File: src/rtl/pcm_rx_pkg.sv
package pcm_rx_pkg;

    localparam int CODE_W = 8;
    localparam int IDX_W  = $clog2(CODE_W + 1);

    // Framing state: width counts sync-high falling edges, saturating at 3
    typedef struct packed {
        logic             busy;
        logic             armed;
        logic [IDX_W-1:0] idx;
        logic [1:0]       width;
        logic             err;
    } frm_state_t;

    typedef struct packed {
        logic [CODE_W-1:0] sr;
        logic [CODE_W-1:0] code;
        logic              valid;
        logic              half;
        logic              lng;
    } cap_state_t;

endpackage

File: src/rtl/pcm_rx_sync.sv
module pcm_rx_sync #(
    parameter int W      = 2,
    parameter int STAGES = 2
) (
    input  logic         clk,
    input  logic         rst_n,
    input  logic [W-1:0] din,
    output logic [W-1:0] lvl,
    output logic [W-1:0] rise,
    output logic [W-1:0] fall
);

    generate
        for (genvar g = 0; g < W; g++) begin : g_bit
            // STAGES synchronizer flops plus one history flop for edge detection
            logic [STAGES:0] sh_d, sh_q;

            always_comb begin
                sh_d = {sh_q[STAGES-1:0], din[g]};
            end

            always_ff @(posedge clk or negedge rst_n) begin
                if (!rst_n) sh_q <= '0;
                else        sh_q <= sh_d;
            end

            assign lvl[g]  = sh_q[STAGES-1];
            assign rise[g] = sh_q[STAGES-1] & ~sh_q[STAGES];
            assign fall[g] = ~sh_q[STAGES-1] & sh_q[STAGES];
        end
    endgenerate

endmodule

File: src/rtl/pcm_rx_framer.sv
module pcm_rx_framer
    import pcm_rx_pkg::*;
(
    input  logic clk,
    input  logic rst_n,
    input  logic bit_fall,
    input  logic fs_lvl,
    input  logic fs_rise,
    input  logic err_clr,
    output logic shift_en,
    output logic done,
    output logic half_o,
    output logic long_o,
    output logic err_o
);

    frm_state_t q, d;
    logic [1:0] w_now;
    logic       start;
    logic       set_err;

    always_comb begin
        d        = q;
        shift_en = 1'b0;
        done     = 1'b0;
        start    = 1'b0;
        set_err  = 1'b0;
        w_now    = q.width;

        if (bit_fall) begin
            if (q.busy) begin
                shift_en = 1'b1;
                // widen only while the sync has been high at every edge so far
                if (fs_lvl && ({{(IDX_W-2){1'b0}}, q.width} == q.idx) && (q.width != 2'd3))
                    w_now = q.width + 2'd1;
                d.width = w_now;
                d.idx   = q.idx + 1'b1;
                if (((w_now >= 2'd2) && (q.idx == IDX_W'(CODE_W - 1))) ||
                    (q.idx == IDX_W'(CODE_W))) begin
                    done   = 1'b1;
                    d.busy = 1'b0;
                end
            end else if (q.armed && fs_lvl) begin
                start    = 1'b1;
                shift_en = 1'b1;
                d.busy   = 1'b1;
                d.armed  = 1'b0;
                d.idx    = IDX_W'(1);
                d.width  = 2'd1;
            end
        end

        if (fs_rise) begin
            if (q.busy && !done) begin
                set_err = 1'b1;
                d.busy  = 1'b0;
            end
            if (!start) d.armed = 1'b1;
        end

        d.err = set_err | (q.err & ~err_clr);
    end

    always_ff @(posedge clk or negedge rst_n) begin
        if (!rst_n) q <= '0;
        else        q <= d;
    end

    assign half_o = (w_now == 2'd2);
    assign long_o = (w_now >= 2'd2);
    assign err_o  = q.err;

endmodule

File: src/rtl/pcm_rx_shifter.sv
module pcm_rx_shifter
    import pcm_rx_pkg::*;
(
    input  logic              clk,
    input  logic              rst_n,
    input  logic              shift_en,
    input  logic              done,
    input  logic              half_i,
    input  logic              long_i,
    input  logic              dr,
    output logic [CODE_W-1:0] code,
    output logic              valid,
    output logic              half,
    output logic              lng
);

    cap_state_t        q, d;
    logic [CODE_W-1:0] nsr;

    always_comb begin
        d       = q;
        d.valid = 1'b0;
        nsr     = {q.sr[CODE_W-2:0], dr};
        if (shift_en) d.sr = nsr;
        if (done) begin
            d.code  = half_i ? {nsr[CODE_W-1:1], 1'b0} : nsr;
            d.valid = 1'b1;
            d.half  = half_i;
            d.lng   = long_i;
        end
    end

    always_ff @(posedge clk or negedge rst_n) begin
        if (!rst_n) q <= '0;
        else        q <= d;
    end

    assign code  = q.code;
    assign valid = q.valid;
    assign half  = q.half;
    assign lng   = q.lng;

endmodule

File: src/rtl/pcm_rx_port.sv
module pcm_rx_port
    import pcm_rx_pkg::*;
(
    input  logic              clk,
    input  logic              rst_n,
    input  logic              sync_mode,
    input  logic              rx_bclk,
    input  logic              tx_bclk,
    input  logic              rx_fsync,
    input  logic              rx_data,
    input  logic              err_clr,
    output logic [CODE_W-1:0] code_out,
    output logic              code_valid,
    output logic              half_lsb,
    output logic              long_frame,
    output logic              frame_err
);

    logic       bclk_sel;
    logic [1:0] s_lvl, s_rise, s_fall;
    logic       bclk_fall;
    logic       fs_lvl, fs_rise;
    logic       shift_en, done, half_w, long_w;

    assign bclk_sel = sync_mode ? tx_bclk : rx_bclk;

    pcm_rx_sync #(.W(2), .STAGES(2)) u_sync (
        .clk  (clk),
        .rst_n(rst_n),
        .din  ({rx_fsync, bclk_sel}),
        .lvl  (s_lvl),
        .rise (s_rise),
        .fall (s_fall)
    );

    assign bclk_fall = s_fall[0];
    assign fs_lvl    = s_lvl[1];
    assign fs_rise   = s_rise[1];

    pcm_rx_framer u_framer (
        .clk     (clk),
        .rst_n   (rst_n),
        .bit_fall(bclk_fall),
        .fs_lvl  (fs_lvl),
        .fs_rise (fs_rise),
        .err_clr (err_clr),
        .shift_en(shift_en),
        .done    (done),
        .half_o  (half_w),
        .long_o  (long_w),
        .err_o   (frame_err)
    );

    pcm_rx_shifter u_shift (
        .clk     (clk),
        .rst_n   (rst_n),
        .shift_en(shift_en),
        .done    (done),
        .half_i  (half_w),
        .long_i  (long_w),
        .dr      (rx_data),
        .code    (code_out),
        .valid   (code_valid),
        .half    (half_lsb),
        .lng     (long_frame)
    );

endmodule

File: config.mk
export PLATFORM = sky130hd
export DESIGN_NAME = pcm_rx_port
export DESIGN_NICKNAME = d
export VERILOG_FILES = /design/src/rtl/pcm_rx_pkg.sv /design/src/rtl/pcm_rx_sync.sv /design/src/rtl/pcm_rx_framer.sv /design/src/rtl/pcm_rx_shifter.sv /design/src/rtl/pcm_rx_port.sv
export SDC_FILE = /design/constraint.sdc
export NUM_CORES = 1
export LEC_CHECK = 0
export ABC_AREA = 1
export BUFFER_PORTS_ARGS = -buffer_cell sky130_fd_sc_hd__buf_4
export CORE_MARGIN = 2
export CORE_UTILIZATION = 55
export DETAILED_ROUTE_END_ITERATION = 12
export GPL_ROUTABILITY_DRIVEN = 0
export PLACE_DENSITY = 0.77
export SYNTH_ARGS = -nofsm -noshare
export SYNTH_HDL_FRONTEND = slang
export SYNTH_SLANG_ARGS = --single-unit
File: constraint.sdc
create_clock -name clk -period 2.05 [get_ports clk]
set_input_delay 0.41 -clock clk [delete_from_list [all_inputs] [get_ports clk]]
set_output_delay 0.41 -clock clk [all_outputs]
set_load 0.02 [all_outputs]
# [Word-level counts from Yosys, hierarchy flattened]
# Index checks and enable logic that the tools add are counted.
[classes] magnitude_cmp=2 reduce_logical=9 n_mux=27 eq_ne=5 n_bitwise=7 addsub=2
[ops] op="$mux 1" count=17
[ops] op="$mux 8" count=2
[ops] op="$mux 2" count=6
[ops] op="$mux 6" count=1
[ops] op="$logic_and 1x1->1" count=5
[ops] op="$add 4x1->4 const B" count=1
[ops] op="$eq 2x4->1" count=1
[ops] op="$eq 4x3->1 const B" count=1
[ops] op="$eq 4x4->1 const B" count=1
[ops] op="$ge 2x2->1 const B" count=2
[ops] op="$and 1x1->1" count=3
[ops] op="$mux 3" count=1
[ops] op="$not 1->1" count=3
[ops] op="$add 2x1->2 const B" count=1
[ops] op="$eq 2x2->1 const B" count=1
[ops] op="$ne 2x2->1 const B" count=1
[ops] op="$reduce_and 2->1" count=1
[ops] op="$reduce_bool 2->1" count=1
[ops] op="$logic_not 1->1" count=1
[ops] op="$logic_or 1x1->1" count=1
[ops] op="$or 1x1->1" count=1
[totals] out_inout_bits=12 regBits=33

# [Longest topological paths before layout]
# Gate-level depths: netlist of run 1.
[depth] ltp_word=17 mapped_depth=12

# [By module]
# Synthesis of run 1 repeated with hierarchy kept, for this count alone.
[hier_totals] cells_unflattened=173 hier_area_um2=1477.7
[by_module_without_submodules] mod="pcm_rx_shifter" instances=1 area_per_inst_um2=678.2 cells_each=73 seq_area_each_um2=450.4
[by_module_without_submodules] mod="pcm_rx_framer" instances=1 area_per_inst_um2=589.3 cells_each=80 seq_area_each_um2=225.2
[by_module_without_submodules] mod="pcm_rx_sync" instances=1 area_per_inst_um2=195.2 cells_each=16 seq_area_each_um2=150.1
[by_module_without_submodules] mod="pcm_rx_port" instances=1 area_per_inst_um2=15.0 cells_each=4 seq_area_each_um2=0.0

# [Worst setup path before layout of run 1]
# OpenSTA, ideal clock, no wires.
[synth_path] path_type="flip-flop to flip-flop" from="reg u_framer.q[1] in the netlist's numbering" to="reg u_shift.q, in the netlist u_shift.code[1]" path_stages_with_launch=13 n_path_buf=1 t_arrival_ns=1.405 slack_ns=0.528 cell_sequence="dfrtp_1 ha_1 inv_1 nand2_1 nor2_1 nand3_1 nand2_1 nand2_1 nand3_2 nand2_4 buf_8 nand2_1 nand2_1"
[synth_via] elab_chain_len=12 elab_cells_between_ends=14 classes_between="add/sub (1); order compare (1); eq/ne (2); mux (6); reduce/logical (4)"
[synth_rtl] element="start: declaration" line_no="pcm_rx_framer.sv:17" rtl="frm_state_t q, d;"
[synth_rtl] element="start signal: assignment" line_no="pcm_rx_framer.sv:65" rtl="if (!rst_n) q <= '0;"
[synth_rtl] element="start signal: assignment" line_no="pcm_rx_framer.sv:66" rtl="else q <= d;"
[synth_rtl] element="$eq 2x4->1" line_no="pcm_rx_framer.sv:34" rtl="if (fs_lvl && ({{(IDX_W-2){1'b0}}, q.width} == q.idx) && (q.width != 2'd3))"
[synth_rtl] element="$logic_and 1x1->1 (2 in series)" line_no="pcm_rx_framer.sv:34"
[synth_rtl] element="$mux 2 (*)" line_no="pcm_rx_framer.sv:34"
[synth_rtl] element="$mux 2 (*)" line_no="pcm_rx_framer.sv:31" rtl="if (q.busy) begin"
[synth_rtl] element="$mux 2 (*)" line_no="pcm_rx_framer.sv:30" rtl="if (bit_fall) begin"
[synth_rtl] element="$ge 2x2->1 (*)" line_no="pcm_rx_framer.sv:38" rtl="if (((w_now >= 2'd2) && (q.idx == IDX_W'(CODE_W - 1))) ||"
[synth_rtl] element="$logic_and 1x1->1 (*)" line_no="pcm_rx_framer.sv:38"
[synth_rtl] element="$logic_or 1x1->1 (*)" line_no="pcm_rx_framer.sv:38"
[synth_rtl] element="$mux 1 (*)" line_no="pcm_rx_framer.sv:38"
[synth_rtl] element="$mux 1 (*)" line_no="pcm_rx_framer.sv:31"
[synth_rtl] element="$mux 1 (*)" line_no="pcm_rx_framer.sv:30"
[synth_rtl] element="named net done" line_no="pcm_rx_port.sv:23" rtl="logic shift_en, done, half_w, long_w;"
[synth_rtl] element="end signal: assignment" line_no="pcm_rx_shifter.sv:34" rtl="if (!rst_n) q <= '0;"
[synth_rtl] element="end signal: assignment" line_no="pcm_rx_shifter.sv:35" rtl="else q <= d;"
[synth_rtl] element="end: declaration" line_no="pcm_rx_shifter.sv:17" rtl="cap_state_t q, d;"
# Mark *: on every way through the listed nets, which the timed path passes. The rest lies on a longest branch. The select of a mux whose other input is x is not followed.
# A chain may end at the register's enable or synchronous reset.

# [Final worst setup path of run 1]
[layout_path] from="reg u_framer.q[1] in the netlist's numbering" to="reg u_shift.q, in the netlist u_shift.code[0]"
[layout_via] elab_chain_len=12 elab_cells_between_ends=18 classes_between="add/sub (1); order compare (1); eq/ne (3); mux (9); reduce/logical (4)"
[layout_rtl] element="$eq 2x4->1" line_no="pcm_rx_framer.sv:34"
[layout_rtl] element="$logic_and 1x1->1 (2 in series)" line_no="pcm_rx_framer.sv:34"
[layout_rtl] element="$mux 2" line_no="pcm_rx_framer.sv:34"
[layout_rtl] element="$mux 2" line_no="pcm_rx_framer.sv:31"
[layout_rtl] element="$mux 2" line_no="pcm_rx_framer.sv:30"
[layout_rtl] element="$ge 2x2->1" line_no="pcm_rx_framer.sv:38"
[layout_rtl] element="$logic_and 1x1->1" line_no="pcm_rx_framer.sv:38"
[layout_rtl] element="$logic_or 1x1->1" line_no="pcm_rx_framer.sv:38"
[layout_rtl] element="$mux 1" line_no="pcm_rx_framer.sv:38"
[layout_rtl] element="$mux 1" line_no="pcm_rx_framer.sv:31"
[layout_rtl] element="$mux 1" line_no="pcm_rx_framer.sv:30"
# Parallel ways exist; a longest one is shown, timed or not. The select of a mux whose other input is x is not followed.

==> results of run 1 <==
## metrics by stage
step	cell area, um2	setup slack (ns)	hold WS, ns	total power, W
floorplan	1440	0.528	0.114	0.00132
global placement	1600	0.393	0.335	0.00144
detailed placement	1600	0.327	0.335	0.00148
CTS	1660	0.308	0.00765	0.00183
global route	1660	0.110	0.0183	0.00196
finish	1660	0.316	0.00126	0.00182
## cell type report
| type | count | share of cell area (%) |
|---|---|---|
| clock buffer | 7 | 3.32 |
| inverter | 15 | 3.39 |
| multi-input combinational | 115 | 32.2 |
| sequential | 33 | 49.8 |
| tap | 30 | 2.26 |
| timing repair buffer | 20 | 9.05 |
## metal layers
metal	global-route usage, %	vias to the layer above	share of wire, %	routed length (um)
met3	5.91	4	4.7	121
met4	10.6	0	1.0	27
met1	29.2	503	49	1270
met2	31.2	29	45	1180
li1	-	562	-	-
met5	0	-	0	0
## registers in the layout, indices dropped and copies added (netlist names)
signal / cells
u_framer.err_o: 1
u_framer.q: 8
u_shift.code: 8
u_shift.half: 1
u_shift.lng: 1
u_shift.nsr: 7
u_shift.valid: 1
u_sync.g_bit.sh_q: 6
## synthesized netlist by cell type
master and n:
sky130_fd_sc_hd__a21oi_1 2, sky130_fd_sc_hd__buf_8 1, sky130_fd_sc_hd__clkbuf_1 1, sky130_fd_sc_hd__dfrtp_1 33, sky130_fd_sc_hd__ha_1 3, sky130_fd_sc_hd__inv_1 8
sky130_fd_sc_hd__inv_2 7, sky130_fd_sc_hd__mux2_2 1, sky130_fd_sc_hd__nand2_1 73, sky130_fd_sc_hd__nand2_2 1, sky130_fd_sc_hd__nand2_4 1, sky130_fd_sc_hd__nand3_1 7
sky130_fd_sc_hd__nand3_2 1, sky130_fd_sc_hd__nand4_1 2, sky130_fd_sc_hd__nor2_1 12, sky130_fd_sc_hd__nor2_4 2, sky130_fd_sc_hd__nor3_1 1, sky130_fd_sc_hd__o21ai_0 1
sky130_fd_sc_hd__o21ai_1 5, sky130_fd_sc_hd__o22ai_1 1, sky130_fd_sc_hd__xnor2_1 2
## cell families (layout without fill, tap and decap cells)
family | count (synthesis) | after routing
multiplexers | 1 | 1
adder cells (fa/ha/maj) | 3 | 3
buffers and inverters | 17 | 42
flip-flops | 33 | 33
XOR/XNOR | 2 | 2
AND/OR/NAND/NOR | 100 | 100
AO/OA/AOI/OAI | 9 | 9
## power by group
part,switching [W],internal [W]
logic,0.000324,0.000215
clock network,0.000193,0.000162
registers,0.000144,0.000783
## worst max path at each step
stage                       to  slack [ns]  depth (start not counted)          start
2_1_floorplan  u_shift.code[1]        0.53                         12  u_framer.q[1]
3_3_place_gp   u_shift.code[0]        0.39                         11  u_framer.q[2]
3_5_place_dp   u_shift.code[4]        0.33                         12  u_framer.q[2]
4_1_cts            u_shift.lng        0.31                         12  u_framer.q[1]
5_1_grt        u_shift.code[0]        0.11                         12  u_framer.q[2]
6_report       u_shift.code[0]        0.32                         12  u_framer.q[1]
==> impl_metrics.env, run 1 <==
export IMPL_power_density_mw_per_mm2=1100
export IMPL_highest_delay_cell_along_the_critical_path="sky130_fd_sc_hd__dfrtp_1"
export IMPL_timing_setup_critical_path_class="flip-flop to flip-flop"
export IMPL_layout_drive_gt1_share_pct=20.5
export IMPL_start_util_pct=57.9
export IMPL_synth_area_mm2=0.00144
export IMPL_area_sequential_um2=826
export IMPL_placeableCoreArea_mm2=0.00248
export IMPL_sequential_share_of_the_synthesized_area_pct=57.5
export IMPL_cts_root_buf="sky130_fd_sc_hd__clkbuf_4"
export IMPL_layout_filler_cells=210
export IMPL_placement_rows=18
export IMPL_yosys_top_cells_area="sky130_fd_sc_hd__dfrtp_1 58%, sky130_fd_sc_hd__nand2_1 19%, sky130_fd_sc_hd__nor2_1 3.1%"
export IMPL_detail_route_wirelength_um=2600
export IMPL_areaGrowthSynthToFinish_pct=15.6
export IMPL_die_width_um=55.1
export IMPL_hold_viol=0
export IMPL_worst_endpoint_arrival_ns=2.00
export IMPL_antenna_found_initial=0
export IMPL_layout_cells_most_common="sky130_fd_sc_hd__nand2_1"
export IMPL_rrSetupSlack_ns=0.32
export IMPL_synth_top_family_by_area="simple AND/OR/NAND/NOR gates"
export IMPL_h_tree_depth=2
export IMPL_drc=0
export IMPL_post_layout_nonfiller_instances=220
export IMPL_period_needed_ns=1.73
export IMPL_grt_util_all_layers_pct=21.3
export IMPL_die_height_um=55.1
export IMPL_worst_r2r_cell_count=12
export IMPL_floorplan_die_area_mm2=0.00303
export IMPL_critical_path_top_cell_by_count="sky130_fd_sc_hd__nand2_1"
export IMPL_netlist_top_cell_by_area="sky130_fd_sc_hd__dfrtp_1"
export IMPL_multiInputGateArea_um2=534
export IMPL_max_vdd_drop_mv=0.685
export IMPL_rsz0062_at_grt="no"
export IMPL_utilization_pct=67.0
export IMPL_antenna_violating_nets_post_route=0
export IMPL_timing_critical_path_to_type="flip-flop"
export IMPL_gr_total_overflow=0
export IMPL_vias_in_the_first_global_route=1012
export IMPL_timing_critical_path_max_delay_family="simple AND/OR/NAND/NOR gates"
export IMPL_synth_warning_count=0
export IMPL_port_buffers=19
export IMPL_synth_compound_area_share_pct=3.23
export IMPL_fmax_ghz=0.577
export IMPL_detail_route_wl_per_cell_um=11.8
export IMPL_dr_total_vias=1098
export IMPL_cts_clk_slew_worst_paths_ns=0.09
export IMPL_synth_mux_area_share_pct=0.785
export IMPL_post_cts_resize_count=0
export IMPL_worst_slew_pin_slew_ns=0.389
export IMPL_grt_first_pass_wirelength_um=4400
export IMPL_drt_vias_per_instance=4.99
export IMPL_r2r_start="u_framer.q[1]"
export IMPL_clock_skew_ns=0.00616
export IMPL_yosys_register_bits=33
export IMPL_post_synthesis_share_of_cell_area_spent_on_full_adders_half_adders_and_majority_gates_pct=2.62
export IMPL_cts_inserted_buffers=5
export IMPL_crit_buf_inv=2
export IMPL_synth_xor_area_share_pct=1.22
export IMPL_clockBufferDepth=2
export IMPL_max_slew_margin_pct=74.1
export IMPL_cts_hold_buffers=0
export IMPL_synth_top_cell_area_share_pct=57.5
export IMPL_fin_crit_sh_pct=84.6
export IMPL_power_static_leakage_nw=0.900
export IMPL_detailedPlacementHpwl_um=1990
export IMPL_floorplan_io_pins=20
export IMPL_place_inst=213
export IMPL_diodes=0
export IMPL_synthCells=165
export IMPL_drt_pass1_iterations=4
export IMPL_layout_common_cells="73 x sky130_fd_sc_hd__nand2_1, 33 x sky130_fd_sc_hd__dfrtp_1, 20 x sky130_fd_sc_hd__buf_4"
export IMPL_maxCapViolations=0
export IMPL_final_max_slew_violation_count=0
export IMPL_cp_required_ns=2.32
export IMPL_hold_class="input pin to async pin"
export IMPL_cts_tree="yes"
export IMPL_regToRegEndpoint="u_shift.code[0]"
export IMPL_fin_tns_setup_ns=0
export IMPL_clk_insertion_delay_late_ns=0.32
export IMPL_postSynthNetCount=176
export IMPL_synth_avg_cell_area_um2=8.70
export IMPL_timing_critical_path_cells="ha_1, inv_1, nand2_1, nor2_1, nand3_1, nand2_1, nand2_1, nand3_2, nand2_4, inv_2, nand2_1, nand2_1"
export IMPL_clkSinkCount=33
export IMPL_critical_path_max_stage_delay_ns=0.45
export IMPL_synth_simple_area_share_pct=29.4
export IMPL_final_net_count=201
export IMPL_critical_path_max_fanout=14
export IMPL_status="finished clean"
export IMPL_finalSetupViolCount=0
export IMPL_detailedRoute_firstIterationViolations=30
export IMPL_synthDistinctLibCells=21
export IMPL_critical_path_startpoint_type="flip-flop"
export IMPL_grt_max_degree=34
export IMPL_postCtsSetupBuffers=0
Power figures use the tool's default switching activity.
==> run 2: changes to the inputs <==
--- a/config.mk
+++ b/config.mk
@@ -5,7 +5,7 @@
 export SDC_FILE = /design/constraint.sdc
 export NUM_CORES = 1
 export LEC_CHECK = 0
-export ABC_AREA = 1
+export ABC_AREA = 0
 export BUFFER_PORTS_ARGS = -buffer_cell sky130_fd_sc_hd__buf_4
 export CORE_MARGIN = 2
 export CORE_UTILIZATION = 55
==> constraint.sdc (replaced) <==
create_clock -name clk -period 1.6 [get_ports clk]
set_input_delay 0.32 -clock clk [delete_from_list [all_inputs] [get_ports clk]]
set_output_delay 0.32 -clock clk [all_outputs]
set_load 0.02 [all_outputs]
==> impl_metrics.env, run 2 <==
export IMPL_detail_route_wl_per_cell_um=14.5
export IMPL_global_route_peak_usage_layer="met2"
export IMPL_start_util_pct=56.8
export IMPL_max_slew_margin_pct=73.5
export IMPL_hold_viol=0
export IMPL_drc=0
export IMPL_layout_filler_cells=142
export IMPL_ys_flop_type="sky130_fd_sc_hd__dfrtp_1"
export IMPL_cts_tree="yes"
export IMPL_worst_endpoint_arrival_ns=2.23
export IMPL_clockBufferDepth=2
export IMPL_synth_area_mm2=0.00138
export IMPL_vias_in_the_first_global_route=977
export IMPL_pwr_share_seq_pct=46.3
export IMPL_critical_path_startpoint_type="flip-flop"
export IMPL_antenna_violating_nets_post_route=0
export IMPL_gr_total_overflow=0
export IMPL_postSynthNetCount=117
export IMPL_hold_path_start="rx_fsync"
export IMPL_violated_checks="setup timing"
export IMPL_worst_slew_pin_slew_ns=0.397
export IMPL_clock_skew_ns=0.00987
export IMPL_critical_path_max_stage_delay_ns=0.53
export IMPL_regToRegEndpoint="u_shift.lng"
export IMPL_detail_route_wirelength_um=2680
export IMPL_yosys_top_cells_area="sky130_fd_sc_hd__dfrtp_1 60%, sky130_fd_sc_hd__mux2_2 15%, sky130_fd_sc_hd__ha_1 2.7%"
export IMPL_finalSetupViolCount=12
export IMPL_cts_clk_slew_worst_paths_ns=0.10
export IMPL_detailedRoute_firstIterationViolations=15
export IMPL_timing_critical_path_to_type="flip-flop"
export IMPL_critical_path_max_fanout=4
export IMPL_grt_max_degree=34
export IMPL_switching_share_pct=32.1
export IMPL_h_tree_depth=2
export IMPL_fmax_ghz=0.496
export IMPL_synth_warning_count=0
export IMPL_drt_vias_per_instance=5.38
export IMPL_placement_cell_area_mm2=0.00169
export IMPL_floorplan_io_pins=20
export IMPL_maxCapViolations=0
export IMPL_die_width_um=54.1
export IMPL_timing_setup_critical_path_class="flip-flop to flip-flop"
export IMPL_placement_rows=18
export IMPL_synth_avg_cell_area_um2=13.0
export IMPL_period_needed_ns=2.01
export IMPL_grt_met3_usage_pct=6.39
export IMPL_grt_first_pass_wirelength_um=4330
export IMPL_synth_enable_flop_cells=0
export IMPL_cts_root_buf="sky130_fd_sc_hd__clkbuf_4"
export IMPL_commonest_cells_in_the_netlist="33 x sky130_fd_sc_hd__dfrtp_1, 19 x sky130_fd_sc_hd__mux2_2, 6 x sky130_fd_sc_hd__nand2_1, 6 x sky130_fd_sc_hd__nor2_1, 5 x sky130_fd_sc_hd__o21ai_0"
export IMPL_critical_path_top_cell_by_count="sky130_fd_sc_hd__mux2_4"
export IMPL_antenna_found_initial=0
export IMPL_worstSetupStartpoint="u_framer.q[1]"
export IMPL_hold_class="input pin to flip-flop"
export IMPL_multiInputGateArea_um2=627
export IMPL_highest_delay_cell_along_the_critical_path="sky130_fd_sc_hd__or4b_4"
export IMPL_sequential_share_of_the_synthesized_area_pct=59.7
export IMPL_final_cell_area_mm2=0.00189
export IMPL_placeableCoreArea_mm2=0.00243
export IMPL_final_max_slew_violation_count=0
export IMPL_grtUsageMet1_pct=27.4
export IMPL_power_density_mw_per_mm2=1290
export IMPL_layout_common_cells="39 x sky130_fd_sc_hd__buf_4, 31 x sky130_fd_sc_hd__dfrtp_1, 10 x sky130_fd_sc_hd__mux2_2"
export IMPL_cts_inserted_buffers=5
export IMPL_grt_util_all_layers_pct=21.3
export IMPL_diodes=0
export IMPL_final_net_count=164
export IMPL_synthCells=106
export IMPL_netSwitchingPower_w=0.000786
export IMPL_status="finished with violations"
export IMPL_preCtsSetupSlack_ns=-0.410
export IMPL_yosys_register_bits=33
export IMPL_synth_top_cell_area_share_pct=59.7
export IMPL_dr_total_vias=989
export IMPL_fin_crit_sh_pct=126
export IMPL_detailedPlacementHpwl_um=1770
export IMPL_cp_required_ns=1.81
export IMPL_rsz0062_at_grt="yes"
export IMPL_yosysMostFrequentCell="sky130_fd_sc_hd__dfrtp_1"
export IMPL_timing_hold_ws_ns=0.117
export IMPL_port_buffers=19
export IMPL_area_sequential_um2=828
export IMPL_r2r_start="u_framer.q[1]"
export IMPL_grt_util_met2_pct=32.7
export IMPL_netlist_top_cell_by_area="sky130_fd_sc_hd__dfrtp_1"
export IMPL_clk_insertion_delay_late_ns=0.32
export IMPL_async_flop_share_pct=100
export IMPL_clkSinkCount=33
export IMPL_setup_worst_path_end="u_shift.lng"
export IMPL_worst_r2r_cell_count=5
export IMPL_floorplan_die_area_mm2=0.00293
export IMPL_synthDistinctLibCells=29
export IMPL_share_clk_of_total_power_pct=17.4
export IMPL_areaGrowthSynthToFinish_pct=36.9
export IMPL_internal_power_w=0.00167
export IMPL_layout_drive_gt1_share_pct=53.2
export IMPL_rrSetupSlack_ns=-0.41
export IMPL_layout_cells_most_common="sky130_fd_sc_hd__buf_4"
export IMPL_die_height_um=54.1
export IMPL_timing_critical_path_cells="ha_2, or4b_4, nor3_4, mux2_4, mux2_4"
export IMPL_max_vdd_drop_mv=0.976
export IMPL_final_critical_path_setup_slack_ns=-0.415
export IMPL_power_combinational_fraction_pct=36.2
export IMPL_drt_pass1_iterations=4
export IMPL_power_static_leakage_nw=0.911
-- run 2: kinds of logic after synthesis --
family	after synthesis	synth area share, %
flip-flops	33	59.7
AND/OR/NAND/NOR	27	11.4
multiplexers	20	16.2
AO/OA/AOI/OAI	14	6.52
buffers and inverters	7	2.17
adder cells (fa/ha/maj)	3	2.72
XOR/XNOR	2	1.27
-- run 2: stage by stage --
step	TNS [ns]	instances	total power [W]	util (%)
5_1_grt	-2.65	184	0.00261	77.8
6_report	-1.94	184	0.00245	77.8
4_1_cts	-1.80	179	0.00232	73.8
3_5_place_dp	-1.72	167	0.00182	69.4
3_3_place_gp	-1.43	167	0.00178	69.4
2_1_floorplan	-1.38	106	0.00155	-
-- run 2: critical path: cells and delay by family (launching register included) --
| family | cells | cell delay, ns |
|---|---|---|
| adders and majority gates | 1 | 0.18 |
| DFF | 1 | 0.40 |
| muxes | 2 | 0.57 |
| and+or+nand+nor | 2 | 0.76 |
-- run 2: area by class of cell --
class | instances | share of cell area, %
inverter | 4 | 0.793
timing repair buffer | 43 | 17.8
tap | 30 | 1.98
sequential | 33 | 43.8
clock buffer | 8 | 2.58
multi-input combinational | 66 | 33.1
-- run 2: power by group through the flow --
stage	sequential, W	combinational (W)	clock (W)
after floorplan	0.00113	0.000423	0
after global routing	0.00116	0.000970	0.000484
final	0.00114	0.000888	0.000427
after CTS	0.00112	0.000755	0.000448
after detailed placement	0.00113	0.000684	0
after global placement	0.00112	0.000656	0
-- run 2: worst min path at each step --
stage	endpoint	slack (ns)	cells after the start
after floorplan	u_framer.err_o	0.02	0
after global placement	u_sync.g_bit[1].sh_q[2]	0.28	1
after detailed placement	u_sync.g_bit[1].sh_q[2]	0.28	1
after CTS	u_sync.g_bit[1].sh_q[0]	0.10	1
after global routing	u_sync.g_bit[1].sh_q[0]	0.08	1
final	u_sync.g_bit[1].sh_q[0]	0.12	1
-- run 2: layer usage --
metal,up-vias,wire [um]
met2,21,1390
li1,465,-
met5,-,0
met1,499,1150
met3,4,116
met4,0,28
-- run 2: repair_timing --
action,in CTS,in global routing
resized for setup,9,14
setup endpoints to repair,12,12
hold endpoints to repair,33,0
pin swaps,2,5
setup buffers,4,5
hold buffers,1,0
